===== src/rtl/pix_seq_pkg.sv =====
// Shared constants for the pixel sequencer: channel indices, idle levels and
// the window (first tick, length) of every single-window output channel.
// Assumes a base timeline of 110 ticks; windows may run past the end and are
// then cut off when the pixel finishes.
package pix_seq_pkg;

    localparam int NCH = 11;

    typedef enum int {
        CH_RGATE = 0,
        CH_H1    = 1,
        CH_H2    = 2,
        CH_H3    = 3,
        CH_REFS  = 4,
        CH_SIGS  = 5,
        CH_TRACK = 6,
        CH_TRIG  = 7,
        CH_CLAMP = 8,
        CH_SRST  = 9,
        CH_RRST  = 10
    } chan_e;

    localparam int unsigned WIN_FIRST [NCH] = '{0, 5, 0, 10, 50, 85, 85, 100, 25, 35, 35};
    localparam int unsigned WIN_LEN   [NCH] = '{20, 15, 15, 15, 5, 5, 10, 5, 85, 75, 75};
    localparam bit          IDLE_LVL  [NCH] = '{1'b0, 1'b1, 1'b0, 1'b0, 1'b0, 1'b0,
                                                1'b0, 1'b1, 1'b1, 1'b1, 1'b1};

    // Summing-well clock: two inverted windows, the first one longer in dummy pixels.
    localparam int unsigned SW_A_FIRST     = 10;
    localparam int unsigned SW_A_LEN_NORM  = 45;
    localparam int unsigned SW_A_LEN_DUMMY = 55;
    localparam int unsigned SW_B_FIRST     = 75;
    localparam int unsigned SW_B_LEN       = 50;

    // Freeze points: entered right after each sample strobe ends.
    localparam int unsigned BASE_TICKS = 110;
    localparam int unsigned FREEZE_A   = 55;
    localparam int unsigned FREEZE_B   = 90;

endpackage


===== src/rtl/pix_window.sv =====
// Range detector: hit is high while pos lies in [LO, HI).
// Assumes HI fits in W+1 bits; a zero LO drops the lower compare.
module pix_window #(
    parameter int W  = 7,
    parameter int LO = 0,
    parameter int HI = 1
) (
    input  logic [W-1:0] pos,
    output logic         hit
);
    localparam logic [W:0] LO_V = LO[W:0];
    localparam logic [W:0] HI_V = HI[W:0];

    generate
        if (LO == 0) begin : g_from_zero
            // Window starting at the first tick needs only the upper bound.
            assign hit = ({1'b0, pos} < HI_V);
        end else begin : g_range
            // General window with both bounds.
            assign hit = ({1'b0, pos} >= LO_V) && ({1'b0, pos} < HI_V);
        end
    endgenerate
endmodule


===== src/rtl/pix_timebase.sv =====
// Pixel timebase: accepts start when idle, latches stretch and dummy, and
// walks the base position 0..BASE_LEN-1 on tick enables. At FREEZE_A and
// FREEZE_B the position is held for stretch extra ticks. Ends with a
// one-cycle done pulse. Assumes start is ignored while busy.
module pix_timebase #(
    parameter int BASE_LEN  = 110,
    parameter int STRETCH_W = 8,
    parameter int PT_A      = 55,
    parameter int PT_B      = 90,
    localparam int TW       = $clog2(BASE_LEN)
) (
    input  logic                 clk,
    input  logic                 rst_n,
    input  logic                 start,
    input  logic                 tick_en,
    input  logic [STRETCH_W-1:0] stretch,
    input  logic                 dummy,
    output logic                 busy,
    output logic                 done,
    output logic [TW-1:0]        pos,
    output logic                 dummy_q
);
    localparam logic [TW-1:0] LAST  = TW'(BASE_LEN - 1);
    localparam logic [TW-1:0] A_PRE = TW'(PT_A - 1);
    localparam logic [TW-1:0] B_PRE = TW'(PT_B - 1);

    logic [STRETCH_W-1:0] stretch_q;
    logic [STRETCH_W-1:0] left;

    // Sequencing state: start, advance, freeze countdown, finish.
    always_ff @(posedge clk) begin
        if (!rst_n) begin
            busy      <= 1'b0;
            done      <= 1'b0;
            pos       <= '0;
            dummy_q   <= 1'b0;
            stretch_q <= '0;
            left      <= '0;
        end else begin
            done <= 1'b0;
            if (!busy) begin
                if (start) begin
                    busy      <= 1'b1;
                    pos       <= '0;
                    stretch_q <= stretch;
                    dummy_q   <= dummy;
                    left      <= '0;
                end
            end else if (tick_en) begin
                if (left != '0) begin
                    left <= left - 1'b1;
                end else if (pos == LAST) begin
                    busy <= 1'b0;
                    done <= 1'b1;
                end else begin
                    pos <= pos + 1'b1;
                    if (pos == A_PRE || pos == B_PRE)
                        left <= stretch_q;
                end
            end
        end
    end

    // Position holds without a tick enable.
    assert_hold_no_tick_R3: assert property (@(posedge clk) disable iff (!rst_n)
        (busy && !tick_en) |=> ($stable(pos) && busy));

    // A freeze countdown only runs at one of the two freeze points.
    assert_freeze_place_R9: assert property (@(posedge clk) disable iff (!rst_n)
        (left != '0) |-> (pos == TW'(PT_A) || pos == TW'(PT_B)));

    // The latched stretch does not move while a pixel runs.
    assert_stretch_latched_R12: assert property (@(posedge clk) disable iff (!rst_n)
        busy |=> $stable(stretch_q));
endmodule


===== src/rtl/pix_wave_decode.sv =====
// Waveform decoder: turns the base position into registered output levels.
// Each single-window channel is its idle level inverted inside its window.
// Conversion strobes are muted in dummy pixels. Idle levels are driven
// when no pixel runs. busy and done pass through the same register stage,
// so every output is aligned and glitch-free.
module pix_wave_decode
    import pix_seq_pkg::*;
#(
    parameter int TW = 7
) (
    input  logic           clk,
    input  logic           rst_n,
    input  logic           busy,
    input  logic           done,
    input  logic [TW-1:0]  pos,
    input  logic           dummy,
    output logic [NCH-1:0] chan_o,
    output logic           sw_o,
    output logic           busy_o,
    output logic           done_o
);
    genvar i;
    generate
        for (i = 0; i < NCH; i++) begin : g_ch
            localparam bit IDL     = IDLE_LVL[i];
            localparam bit IS_CONV = (i == CH_TRACK) || (i == CH_TRIG);
            logic hit;

            pix_window #(.W(TW), .LO(int'(WIN_FIRST[i])),
                         .HI(int'(WIN_FIRST[i] + WIN_LEN[i]))) u_win (
                .pos (pos),
                .hit (hit)
            );

            // Output flop: idle level, inverted inside the window.
            always_ff @(posedge clk) begin
                if (!rst_n)
                    chan_o[i] <= IDL;
                else if (busy && hit && !(IS_CONV && dummy))
                    chan_o[i] <= ~IDL;
                else
                    chan_o[i] <= IDL;
            end
        end
    endgenerate

    logic sw_a_norm, sw_a_dummy, sw_b;

    pix_window #(.W(TW), .LO(int'(SW_A_FIRST)),
                 .HI(int'(SW_A_FIRST + SW_A_LEN_NORM))) u_sw_an (
        .pos (pos), .hit (sw_a_norm));
    pix_window #(.W(TW), .LO(int'(SW_A_FIRST)),
                 .HI(int'(SW_A_FIRST + SW_A_LEN_DUMMY))) u_sw_ad (
        .pos (pos), .hit (sw_a_dummy));
    pix_window #(.W(TW), .LO(int'(SW_B_FIRST)),
                 .HI(int'(SW_B_FIRST + SW_B_LEN))) u_sw_b (
        .pos (pos), .hit (sw_b));

    // Summing-well flop and the aligned busy/done stage.
    always_ff @(posedge clk) begin
        if (!rst_n) begin
            sw_o   <= 1'b0;
            busy_o <= 1'b0;
            done_o <= 1'b0;
        end else begin
            sw_o   <= busy && ((dummy ? sw_a_dummy : sw_a_norm) || sw_b);
            busy_o <= busy;
            done_o <= done;
        end
    end

    // Dummy pixels never strobe the converter.
    assert_dummy_quiet_R10: assert property (@(posedge clk) disable iff (!rst_n)
        (busy_o && dummy) |-> (!chan_o[CH_TRACK] && chan_o[CH_TRIG]));

    // done is a single-cycle pulse.
    assert_done_single_R11: assert property (@(posedge clk) disable iff (!rst_n)
        done_o |=> !done_o);

    // done marks the first idle cycle.
    assert_done_idle_R11: assert property (@(posedge clk) disable iff (!rst_n)
        done_o |-> (!busy_o && $fell(busy_o)));
endmodule


===== src/rtl/ccd_pix_seq.sv =====
// Top of the variable-speed correlated-double-sampling pixel sequencer.
// Connects the timebase to the waveform decoder and maps channels to pins.
// Assumes a single clock domain; tick_en sets the timeline rate.
module ccd_pix_seq
    import pix_seq_pkg::*;
#(
    parameter int STRETCH_W = 8
) (
    input  logic                 clk,
    input  logic                 rst_n,
    input  logic                 start,
    input  logic                 tick_en,
    input  logic [STRETCH_W-1:0] stretch,
    input  logic                 dummy,
    output logic                 reset_gate_o,
    output logic                 hclk1_o,
    output logic                 hclk2_o,
    output logic                 hclk3_o,
    output logic                 sumwell_o,
    output logic                 ref_sample_o,
    output logic                 sig_sample_o,
    output logic                 track_hold_o,
    output logic                 adc_start_o,
    output logic                 clamp_o,
    output logic                 sig_reset_o,
    output logic                 ref_reset_o,
    output logic                 done_o,
    output logic                 busy_o
);
    localparam int TW = $clog2(BASE_TICKS);

    logic          tb_busy, tb_done, tb_dummy;
    logic [TW-1:0] tb_pos;
    logic [NCH-1:0] chan;

    pix_timebase #(
        .BASE_LEN  (int'(BASE_TICKS)),
        .STRETCH_W (STRETCH_W),
        .PT_A      (int'(FREEZE_A)),
        .PT_B      (int'(FREEZE_B))
    ) u_tb (
        .clk     (clk),
        .rst_n   (rst_n),
        .start   (start),
        .tick_en (tick_en),
        .stretch (stretch),
        .dummy   (dummy),
        .busy    (tb_busy),
        .done    (tb_done),
        .pos     (tb_pos),
        .dummy_q (tb_dummy)
    );

    pix_wave_decode #(.TW(TW)) u_dec (
        .clk    (clk),
        .rst_n  (rst_n),
        .busy   (tb_busy),
        .done   (tb_done),
        .pos    (tb_pos),
        .dummy  (tb_dummy),
        .chan_o (chan),
        .sw_o   (sumwell_o),
        .busy_o (busy_o),
        .done_o (done_o)
    );

    assign reset_gate_o = chan[CH_RGATE];
    assign hclk1_o      = chan[CH_H1];
    assign hclk2_o      = chan[CH_H2];
    assign hclk3_o      = chan[CH_H3];
    assign ref_sample_o = chan[CH_REFS];
    assign sig_sample_o = chan[CH_SIGS];
    assign track_hold_o = chan[CH_TRACK];
    assign adc_start_o  = chan[CH_TRIG];
    assign clamp_o      = chan[CH_CLAMP];
    assign sig_reset_o  = chan[CH_SRST];
    assign ref_reset_o  = chan[CH_RRST];
endmodule


===== config.mk =====
export PLATFORM = sky130hd
export DESIGN_NAME = ccd_pix_seq
export DESIGN_NICKNAME = d
export VERILOG_FILES = /design/src/rtl/pix_seq_pkg.sv /design/src/rtl/pix_window.sv /design/src/rtl/pix_timebase.sv /design/src/rtl/pix_wave_decode.sv /design/src/rtl/ccd_pix_seq.sv
export SDC_FILE = /design/constraint.sdc
export NUM_CORES = 1
export LEC_CHECK = 0
export BUFFER_PORTS_ARGS = -buffer_cell sky130_fd_sc_hd__buf_2
export CELL_PAD_IN_SITES_DETAIL_PLACEMENT = 0
export CELL_PAD_IN_SITES_GLOBAL_PLACEMENT = 1
export CORE_ASPECT_RATIO = 1.5
export CORE_UTILIZATION = 35
export CTS_CLUSTER_DIAMETER = 150
export DETAILED_ROUTE_END_ITERATION = 8
export GPL_TIMING_DRIVEN = 0
export HOLD_SLACK_MARGIN = 0.08
export PLACE_DENSITY_LB_ADDON = 0.1
export SLEW_MARGIN = 0
export SYNTH_ARGS = -nofsm -noshare
export SYNTH_HDL_FRONTEND = slang
export SYNTH_SLANG_ARGS = --single-unit
export TNS_END_PERCENT = 20

===== constraint.sdc =====
create_clock -name clk -period 3.9 [get_ports clk]
set_input_delay 0.39 -clock clk [delete_from_list [all_inputs] [get_ports clk]]
set_output_delay 0.39 -clock clk [all_outputs]
set_load 0.005 [all_outputs]

==> flow_metrics.env, run 1 <==
export IMPL_rsz0062_at_grt="no"
export IMPL_multiInputGateArea_um2=1150
export IMPL_syn_nets=250
export IMPL_cts_max_path_buffers=2
export IMPL_seq_area_um2=781
export IMPL_gr_usage_all_layers=0.181
export IMPL_clk_latency_ns=0.29
export IMPL_syn_area_um2=2010
export IMPL_tightestPinTransition_ns=0.528
export IMPL_timing_rr_start="u_tb.pos[0]"
export IMPL_syn_area_per_cell_um2=8.67
export IMPL_finalSetupViolations=0
export IMPL_wl_per_cell_um=15.1
export IMPL_clk_pin_slew_ns=0.08
export IMPL_postCtsSetupRepairBufs=0
export IMPL_min_path_cells=3
export IMPL_gp_congestion=0.795
export IMPL_required_ns=4.09
export IMPL_crit_type="register to register"
export IMPL_wl_met2_um=2880
export IMPL_synthMuxAreaShare=0.0212
export IMPL_grt_pass1_wl_um=8050
export IMPL_finalHoldWorstSlack_ns=0.338
export IMPL_synth_top_family_by_area="simple AND/OR/NAND/NOR gates"
export IMPL_synth_cell_types=64
export IMPL_synth_top_area_frac=0.388
export IMPL_total_leakage_power_nw=0.877
export IMPL_synth_seq_area_share=0.388
export IMPL_drt_iter0_drc=92
export IMPL_floorplan_io_pins=27
export IMPL_grt_max_degree=13
export IMPL_min_delay_start="stretch[3]"
export IMPL_powerDensity_nw_per_um2=410
export IMPL_dieArea_um2=6060
export IMPL_slew_headroom=0.647
export IMPL_r2r_worst_path_cells=8
export IMPL_peakVddDrop_mv=0.206
export IMPL_antenna_left=0
export IMPL_met1_length_um=1920
export IMPL_synth_adder_area_share=0.0311
export IMPL_layout_commonest_cell="dfxtp_1"
export IMPL_grt_overflow_total=0
export IMPL_antenna_found_initial=0
export IMPL_fin_setup_tns_ns=0
export IMPL_num_fill_cells=590
export IMPL_hold_violations=0
export IMPL_crit_start="u_tb.pos[0]"
export IMPL_io_buffer_count=26
export IMPL_r2r_end="u_tb.left[2]"
export IMPL_dp_hpwl_um=3830
export IMPL_status="finished, final reports clean"
export IMPL_syn2layout_area_growth_pct=15.1
export IMPL_die_w_um=63.9
export IMPL_fin_crit_ns=2.09
export IMPL_num_antenna_cells=0
export IMPL_synth_async_reset_ratio=0
export IMPL_drc=0
export IMPL_rrSetupSlack_ns=1.81
export IMPL_rows=33
export IMPL_synthXorXnorAreaFrac=0.0261
export IMPL_synthTopCellsByArea="dfxtp_1, nand2_1, nor2_1"
export IMPL_path_max_fanout=8
export IMPL_synth_seq_cells=39
export IMPL_layout_common_cells="dfxtp_1, nand2_1, buf_2"
export IMPL_synth_edf_count=0
export IMPL_viasPerCell=5.17
export IMPL_highest_layer="met4"
export IMPL_fin_nets=283
export IMPL_htreeDepth=2
export IMPL_cts_hold_buf=0
export IMPL_wl_um=5090
export IMPL_start_util=0.366
export IMPL_synth_compound_area_share=0.188
export IMPL_vias=1738
export IMPL_crit_path_start_kind="register"
export IMPL_synth_ff_type="dfxtp_1"
export IMPL_cts_tree="done"
export IMPL_coreArea_um2=5490
export IMPL_fp_dieH_um=94.8
export IMPL_min_to="u_tb.stretch_q[3]"
export IMPL_cts_root_buf="clkbuf_8"
export IMPL_end_kind="register"
export IMPL_maxCapViolCount=0
export IMPL_cts_sinks=39
export IMPL_power_w=0.000948
export IMPL_crit_arrival_ns=2.29
export IMPL_dr_pass1_iters=4
export IMPL_max_clock_freq_ghz=0.478
export IMPL_route_met3_wl_um=139
export IMPL_grt_pass1_vias=1628
export IMPL_worstHoldPathType="input port to register"
export IMPL_drive_gt1_frac=0.199
export IMPL_yosys_warnings=0
export IMPL_synth_largest_area_cell="dfxtp_1"
export IMPL_yosys_area_share_simple=0.304
export IMPL_numCtsBuffers=5
export IMPL_fin_crit_sh=0.536
export IMPL_drv_slew=0
export IMPL_cts_resized_gates=0
export IMPL_synth_cells=232
export IMPL_fin_skew_ns=0.00702
## cell type report
class / count / share of cell area
multi-input cells: 174 / 0.495
flip-flops and latches: 39 / 0.337
well taps: 70 / 0.0379
inverters: 6 / 0.00973
clock buffers: 6 / 0.0314
plain buffers: 13 / 0.0265
clock inverters: 2 / 0.00541
repair buffers: 26 / 0.0562
## power by group
part           switching [W]  internal, W
sequential         0.0000199     0.000416
combinational       0.000144    0.0000954
clock               0.000148     0.000125
## routing by layer
metal,up-vias,GRT usage
li1,886,-
met1,808,0.171
met2,35,0.360
met3,9,0.0362
met4,0,0.0871
met5,-,0
## flip-flops by register name, indices dropped and copies added (netlist names)
name / flops
u_dec.busy_o: 1
u_tb.dummy_q: 1
u_tb.stretch_q: 8
u_tb.pos: 7
u_dec.done_o: 1
u_tb.done: 1
u_dec.chan_o: 10
u_tb.left: 8
u_tb.busy: 1
u_dec.sw_o: 1
## cell families (layout without fill, tap and decap cells)
logic type,after synthesis,after routing
buffers and inverters,19,53
XOR/XNOR,6,6
multiplexers,4,4
AO/OA/AOI/OAI,52,52
AND/OR/NAND/NOR,107,107
flip-flops,39,39
adder cells (fa/ha/maj),5,5
## Yosys cell counts (5+ instances only)
master,n
clkbuf_1,7
a21oi_1,5
ha_1,5
nand2_1,35
nor3_1,8
and2_1,5
nor2_1,23
dfxtp_1,39
o21ai_1,8
inv_1,5
a21boi_0,9
nand4_1,6
## worst max-delay path, cell delays in order (launching register included)
cell and delay [ns]:
dfxtp_1 0.36, clkbuf_1 0.28, inv_1 0.10, ha_1 0.24
nand4bb_1 0.13, o22ai_2 0.15, o21ai_1 0.44, o21bai_1 0.11
a21o_1 0.18
## worst max-delay path by stage
| stage | endpoint | slack [ns] | cells past startpoint |
|---|---|---|---|
| after floorplan | u_tb.left[2] | 2.19 | 8 |
| after global placement | u_tb.left[2] | 1.79 | 8 |
| after detailed placement | u_tb.left[2] | 1.81 | 8 |
| after CTS | u_tb.left[2] | 1.80 | 8 |
| after global routing | u_tb.left[2] | 1.66 | 8 |
| final | u_tb.left[2] | 1.81 | 8 |
## per-stage QoR
stage	cell area, um2	instances	utilization	setup slack, ns
floorplan	2010	232	-	2.19
global placement	2230	328	0.406	1.79
detailed placement	2230	328	0.406	1.81
CTS	2310	336	0.421	1.80
global route	2310	336	0.421	1.66
finish	2310	336	0.421	1.81
(Power assumes the default switching activity.)
==> run 2: changes to the inputs <==
Clock period 3.9 ns to 1.9 ns, I/O delays scaled along.
==> run 2 against run 1 <==
Net effect: critical endpoint is now u_tb.left[6]; routed wire length grew 1.0%; worst hold slack lost 0.20 ns; clock skew is essentially flat; critical path type unchanged; first-iteration DRC count shrank 8.7%; clock power grew 110%; non-clock buffer count grew 3; sequential cell count is the same; combinational power grew 140%; highest routed layer unchanged.
==> flow_metrics.env, run 2 (synthesis results as in run 1) <==
export IMPL_maxCapViolCount=0
export IMPL_hold_violations=0
export IMPL_viasPerCell=5.20
export IMPL_fin_crit_sh=0.941
export IMPL_endpoint="u_tb.left[6]"
export IMPL_fin_nets=286
export IMPL_dr_pass1_iters=4
export IMPL_syn2layout_area_growth_pct=19.4
export IMPL_htreeDepth=2
export IMPL_dp_hpwl_um=3830
export IMPL_crit_path_start_kind="register"
export IMPL_dieArea_um2=6060
export IMPL_grt_max_degree=13
export IMPL_start_util=0.366
export IMPL_slew_headroom=0.655
export IMPL_num_fill_cells=584
export IMPL_max_clock_freq_ghz=0.559
export IMPL_rsz0062_at_grt="yes"
export IMPL_finalSetupViolations=0
export IMPL_wl_per_cell_um=15.2
export IMPL_antenna_found_initial=0
export IMPL_numCtsBuffers=5
export IMPL_layout_common_cells="dfxtp_1, nand2_1, buf_2"
export IMPL_rows=33
export IMPL_gp_congestion=0.795
export IMPL_timing_critical_path_buf_inv=3
export IMPL_path_max_fanout=8
export IMPL_fp_dieH_um=94.8
export IMPL_drv_slew=0
export IMPL_final_util=0.437
export IMPL_powerDensity_nw_per_um2=845
export IMPL_rrSetupSlack_ns=0.11
export IMPL_crit_cells=9
export IMPL_peakVddDrop_mv=0.417
export IMPL_tightestPinTransition_ns=0.517
export IMPL_clk_latency_ns=0.29
export IMPL_crit_type="register to register"
export IMPL_total_leakage_power_nw=0.908
export IMPL_antenna_left=0
export IMPL_clk_pin_slew_ns=0.08
export IMPL_cts_max_path_buffers=2
export IMPL_end_kind="register"
export IMPL_cts_sinks=39
export IMPL_cts_hold_buf=0
export IMPL_required_ns=2.13
export IMPL_num_antenna_cells=0
export IMPL_drive_gt1_frac=0.234
export IMPL_io_buffer_count=26
export IMPL_r2r_end="u_tb.left[6]"
export IMPL_vias=1762
export IMPL_cts_tree="done"
export IMPL_worst_path_largest_cell_delay_ns=0.36
export IMPL_crit_start="u_tb.pos[0]"
export IMPL_wl_um=5140
export IMPL_power_w=0.00203
export IMPL_reg_top3="u_dec.chan_o (10), u_tb.left (8), u_tb.stretch_q (8)"
export IMPL_largest_register="u_dec.chan_o"
export IMPL_cp_top_family="compound AO/OA/AOI/OAI gates"
export IMPL_coreArea_um2=5490
export IMPL_worstHoldPathType="input port to register"
export IMPL_grt_pass1_vias=1646
export IMPL_status="finished, final reports clean"
export IMPL_fin_skew_ns=0.00661
export IMPL_crit_arrival_ns=2.02
export IMPL_timing_rr_start="u_tb.pos[0]"
export IMPL_drt_iter0_drc=84
export IMPL_cp_slowest_cell="dfxtp_1"
export IMPL_drc=0
export IMPL_grt_overflow_total=0
export IMPL_fin_crit_ns=1.79
export IMPL_largest_reg_flops=10
export IMPL_layout_commonest_cell="dfxtp_1"
export IMPL_cts_root_buf="clkbuf_8"
export IMPL_die_w_um=63.9
export IMPL_gr_usage_all_layers=0.181
export IMPL_path_cells="clkbuf_4 -> inv_1 -> ha_1 -> nand4bb_1 -> o22ai_4 -> o31ai_4 -> buf_4 -> nand2_1 -> o21ai_1"
export IMPL_r2r_worst_path_cells=9
export IMPL_grt_pass1_wl_um=8060
export IMPL_floorplan_io_pins=27
run 2: timing repair:
action,in CTS,in global routing
setup buffers,2,1
pin swaps,2,5
setup endpoints to repair,11,15
hold endpoints to repair,0,0
resized for setup,4,12
run 2: how the worst min path moves through the flow:
stage / startpoint / to / slack (ns) / depth (start not counted)
floorplan: tick_en / u_tb.done / 0.32 / 2
global route: stretch[3] / u_tb.stretch_q[3] / 0.13 / 3
detailed placement: u_tb.done / u_dec.done_o / 0.43 / 1
finish: stretch[3] / u_tb.stretch_q[3] / 0.14 / 3
CTS: stretch[0] / u_tb.stretch_q[0] / 0.13 / 3
global placement: u_tb.done / u_dec.done_o / 0.43 / 1
run 2: power by group:
group	switching, W	internal, W
Clock	0.000306	0.000257
Combinational	0.000321	0.000249
Sequential	0.0000422	0.000854
run 2: per-layer routing:
metal / wire (um) / share of wire / track usage
met4: 151 / 0.029 / 0.0871
met3: 137 / 0.027 / 0.0362
met1: 1950 / 0.38 / 0.168
met2: 2900 / 0.56 / 0.364
met5: 0 / 0 / 0
run 2: worst reg2reg max path, cell delays in order (launching register included):
cell	delay, ns
dfxtp_1	0.36
clkbuf_4	0.19
inv_1	0.06
ha_1	0.23
nand4bb_1	0.17
o22ai_4	0.13
o31ai_4	0.28
buf_4	0.20
nand2_1	0.05
o21ai_1	0.08
run 2: area by class of cell:
type / count / area (um2) / area share
multi-input combinational: 174 / 1200 / 0.500
sequential: 39 / 783 / 0.326
timing repair buffer: 29 / 153 / 0.0636
tap: 70 / 87.6 / 0.0365
clock buffer: 6 / 72.6 / 0.0302
buffer: 13 / 68.8 / 0.0287
inverter: 6 / 22.5 / 0.00938
clock inverter: 2 / 12.5 / 0.00521
run 2: stage by stage:
stage / cell area [um2] / setup TNS [ns] / hold slack [ns] / setup slack [ns] / std cells
global route: 2400 / 0 / 0.128 / 0.00117 / 339
detailed placement: 2230 / -0.736 / 0.430 / -0.190 / 328
floorplan: 2010 / 0 / 0.316 / 0.191 / 232
finish: 2400 / 0 / 0.140 / 0.111 / 339
CTS: 2350 / -0.000490 / 0.130 / -0.000490 / 338
global placement: 2230 / -0.963 / 0.433 / -0.214 / 328
==> run 3: changes to the inputs <==
Settings changed: ABC_AREA from default to 1.
Clock period 1.9 ns to 1.49 ns, I/O delays scaled along.
==> run 3 against run 2 <==
Net effect: core utilization rose by 2.0 points; combinational power grew 56%; clock skew decreased by 0.00080 ns; sequential cell count is the same; die area is 4.6% higher; synthesized cell count grew 34%; sequential share of layout area down 2.7 points; area after synthesis up 4.7%; global-route usage up 2.6 points; power increased by 37%.
==> flow_metrics.env, run 3 <==
export IMPL_drive_gt1_frac=0.276
export IMPL_slew_headroom=0.584
export IMPL_rows=34
export IMPL_timing_critical_path_buf_inv=2
export IMPL_synth_edf_count=0
export IMPL_power_w=0.00278
export IMPL_placed_area_um2=2320
export IMPL_cts_sinks=39
export IMPL_fin_crit_sh=0.956
export IMPL_vias=2100
export IMPL_floorplan_io_pins=27
export IMPL_synthXorXnorAreaFrac=0.00416
export IMPL_required_ns=1.70
export IMPL_worst_path_largest_cell_delay_ns=0.31
export IMPL_rrSetupSlack_ns=0.07
export IMPL_maxCapViolCount=0
export IMPL_synth_seq_cells=39
export IMPL_yosysMostFrequentCell="nand2_1"
export IMPL_crit_type="register to register"
export IMPL_wl_per_cell_um=14.4
export IMPL_clk_latency_ns=0.29
export IMPL_multiInputGateArea_um2=1250
export IMPL_synth_largest_area_cell="dfxtp_1"
export IMPL_gr_usage_all_layers=0.206
export IMPL_synth_compound_area_share=0.125
export IMPL_wl_um=6100
export IMPL_cts_tree="done"
export IMPL_gp_congestion=0.879
export IMPL_rsz0062_at_grt="yes"
export IMPL_synthMuxAreaShare=0
export IMPL_die_w_um=65.3
export IMPL_yosys_warnings=0
export IMPL_worstHoldPathType="input port to register"
export IMPL_synth_adder_area_share=0.0297
export IMPL_synth_top_area_frac=0.371
export IMPL_path_cells="buf_4 -> nand2_1 -> inv_1 -> nand2_1 -> nand2_1 -> nor3b_2 -> nand2_1 -> a21oi_1"
export IMPL_final_cells=423
export IMPL_cts_max_path_buffers=2
export IMPL_grt_pass1_vias=2088
export IMPL_dr_pass1_iters=4
export IMPL_finalSetupViolations=0
export IMPL_max_clock_freq_ghz=0.702
export IMPL_grt_max_degree=12
export IMPL_largest_register="u_dec.chan_o"
export IMPL_r2r_worst_path_cells=8
export IMPL_synthTopCellsByArea="dfxtp_1, nand2_1, nand3_1"
export IMPL_dp_cells=408
export IMPL_layout_commonest_cell="nand2_1"
export IMPL_num_antenna_cells=0
export IMPL_synth_ff_type="dfxtp_1"
export IMPL_min_to="u_tb.stretch_q[4]"
export IMPL_dieArea_um2=6340
export IMPL_dp_hpwl_um=4500
export IMPL_yosys_area_share_simple=0.366
export IMPL_io_buffer_count=25
export IMPL_seq_area_um2=791
export IMPL_start_util=0.364
export IMPL_synth_seq_area_share=0.371
export IMPL_grt_overflow_total=0
export IMPL_fin_crit_ns=1.42
export IMPL_min_delay_start="stretch[4]"
export IMPL_htreeDepth=2
export IMPL_largest_reg_flops=10
export IMPL_min_path_cells=3
export IMPL_crit_arrival_ns=1.64
export IMPL_synth_top_family_by_area="simple AND/OR/NAND/NOR gates"
export IMPL_coreArea_um2=5790
export IMPL_fin_nets=369
export IMPL_num_fill_cells=651
export IMPL_synth_cell_types=34
export IMPL_tightestPinTransition_ns=0.624
export IMPL_reg_top3="u_dec.chan_o (10), u_tb.left (8), u_tb.stretch_q (8)"
export IMPL_cts_root_buf="clkbuf_8"
export IMPL_synth_cells=311
export IMPL_synth_common_cells="nand2_1, dfxtp_1, inv_1"
export IMPL_cpMostUsedCell="nand2_1"
export IMPL_end_kind="register"
export IMPL_syn2layout_area_growth_pct=25.7
export IMPL_viasPerCell=4.96
export IMPL_drv_slew=0
export IMPL_path_max_fanout=9
export IMPL_final_util=0.457
export IMPL_antenna_found_initial=0
export IMPL_peakVddDrop_mv=0.598
export IMPL_status="finished, final reports clean"
export IMPL_syn_area_per_cell_um2=6.77
export IMPL_syn_nets=329
export IMPL_fin_skew_ns=0.00581
export IMPL_crit_path_start_kind="register"
export IMPL_total_leakage_power_nw=1.21
export IMPL_fp_dieH_um=97
export IMPL_powerDensity_nw_per_um2=1050
export IMPL_layout_common_cells="nand2_1, dfxtp_1, inv_1"
export IMPL_numCtsBuffers=5
export IMPL_timing_rr_start="u_tb.pos[2]"
export IMPL_drc=0
export IMPL_drt_iter0_drc=109
export IMPL_syn_area_um2=2110
export IMPL_cp_slowest_cell="dfxtp_1"
export IMPL_synth_async_reset_ratio=0
export IMPL_cp_top_family="simple AND/OR/NAND/NOR gates"
export IMPL_antenna_left=0
export IMPL_fin_area_um2=2650
export IMPL_r2r_end="u_tb.pos[3]"
export IMPL_clk_pin_slew_ns=0.08
export IMPL_grt_pass1_wl_um=9900
export IMPL_hold_violations=0
-- run 3: cell count changes after synthesis, sizes merged, moves of 9 or more --
| cell | delta |
|---|---|
| nand3 | +35 |
| inv | +37 |
| nor2 | +10 |
| a21oi | +15 |
| nand2 | +42 |
| o21ai | +11 |
| a21boi | -9 |
-- run 3: per-layer routing --
| layer | track usage | wire (um) |
|---|---|---|
| met5 | 0 | 0 |
| met4 | 0.0886 | 207 |
| met3 | 0.0295 | 103 |
| met2 | 0.396 | 3390 |
| met1 | 0.210 | 2400 |
-- run 3: worst max path at each step --
stage                 start      endpoint  slack [ns]  cells after the start
2_1_floorplan   u_tb.pos[0]  u_tb.left[6]        0.12                     10
3_3_place_gp    u_tb.pos[0]  u_tb.left[4]       -0.21                      9
3_5_place_dp    u_tb.pos[0]  u_tb.left[4]       -0.23                      9
4_1_cts        u_tb.left[0]  u_tb.left[3]       0.002                      9
5_1_grt         u_tb.pos[2]   u_tb.pos[3]       -0.07                      8
6_report        u_tb.pos[2]   u_tb.pos[3]        0.07                      8
-- run 3: cell type report --
class | count | area share
timing repair buffer | 33 | 0.0728
buffer | 10 | 0.0251
clock buffer | 6 | 0.0312
inverter | 43 | 0.0638
tap | 72 | 0.0340
sequential | 39 | 0.299
multi-input combinational | 219 | 0.472
clock inverter | 1 | 0.00189
-- run 3: logic make-up after synthesis --
logic type / after synthesis
adders and majority gates: 5
xor gates and xnor gates: 1
AOI/OAI and AO/OA: 49
and+or+nand+nor: 164
DFF: 39
buffers and inverters: 53
-- run 3: power breakdown --
part	internal, W	total [W]	switching (W)
combinational	0.000320	0.000891	0.000571
clock	0.000364	0.000739	0.000375
sequential	0.00110	0.00115	0.0000477
total	0.00178	0.00278	0.000994
-- run 3: timing repair --
item,CTS,global route
hold endpoints to repair,3,0
setup buffers,1,4
endpoints found under the setup margin,15,16
gates cloned,0,0
pin swaps,2,11
resized for setup,15,34
hold buffers,3,0
-- run 3: worst reg2reg max path, stage by stage (launching register included) --
cell and delay (ns):
dfxtp_1 0.31, buf_4 0.17, nand2_1 0.07, inv_1 0.12, nand2_1 0.11, nand2_1 0.10, nor3b_2 0.25, nand2_1 0.08
a21oi_1 0.13
-- run 3: metrics by stage --
| step | setup slack [ns] | setup TNS [ns] | hold slack (ns) |
|---|---|---|---|
| 3_3_place_gp | -0.212 | -1.91 | 0.371 |
| 3_5_place_dp | -0.226 | -1.97 | 0.374 |
| 4_1_cts | 0.00222 | 0 | 0.0852 |
| 6_report | 0.0658 | 0 | 0.0865 |
| 2_1_floorplan | 0.115 | 0 | 0.287 |
| 5_1_grt | -0.0674 | -0.290 | 0.0915 |
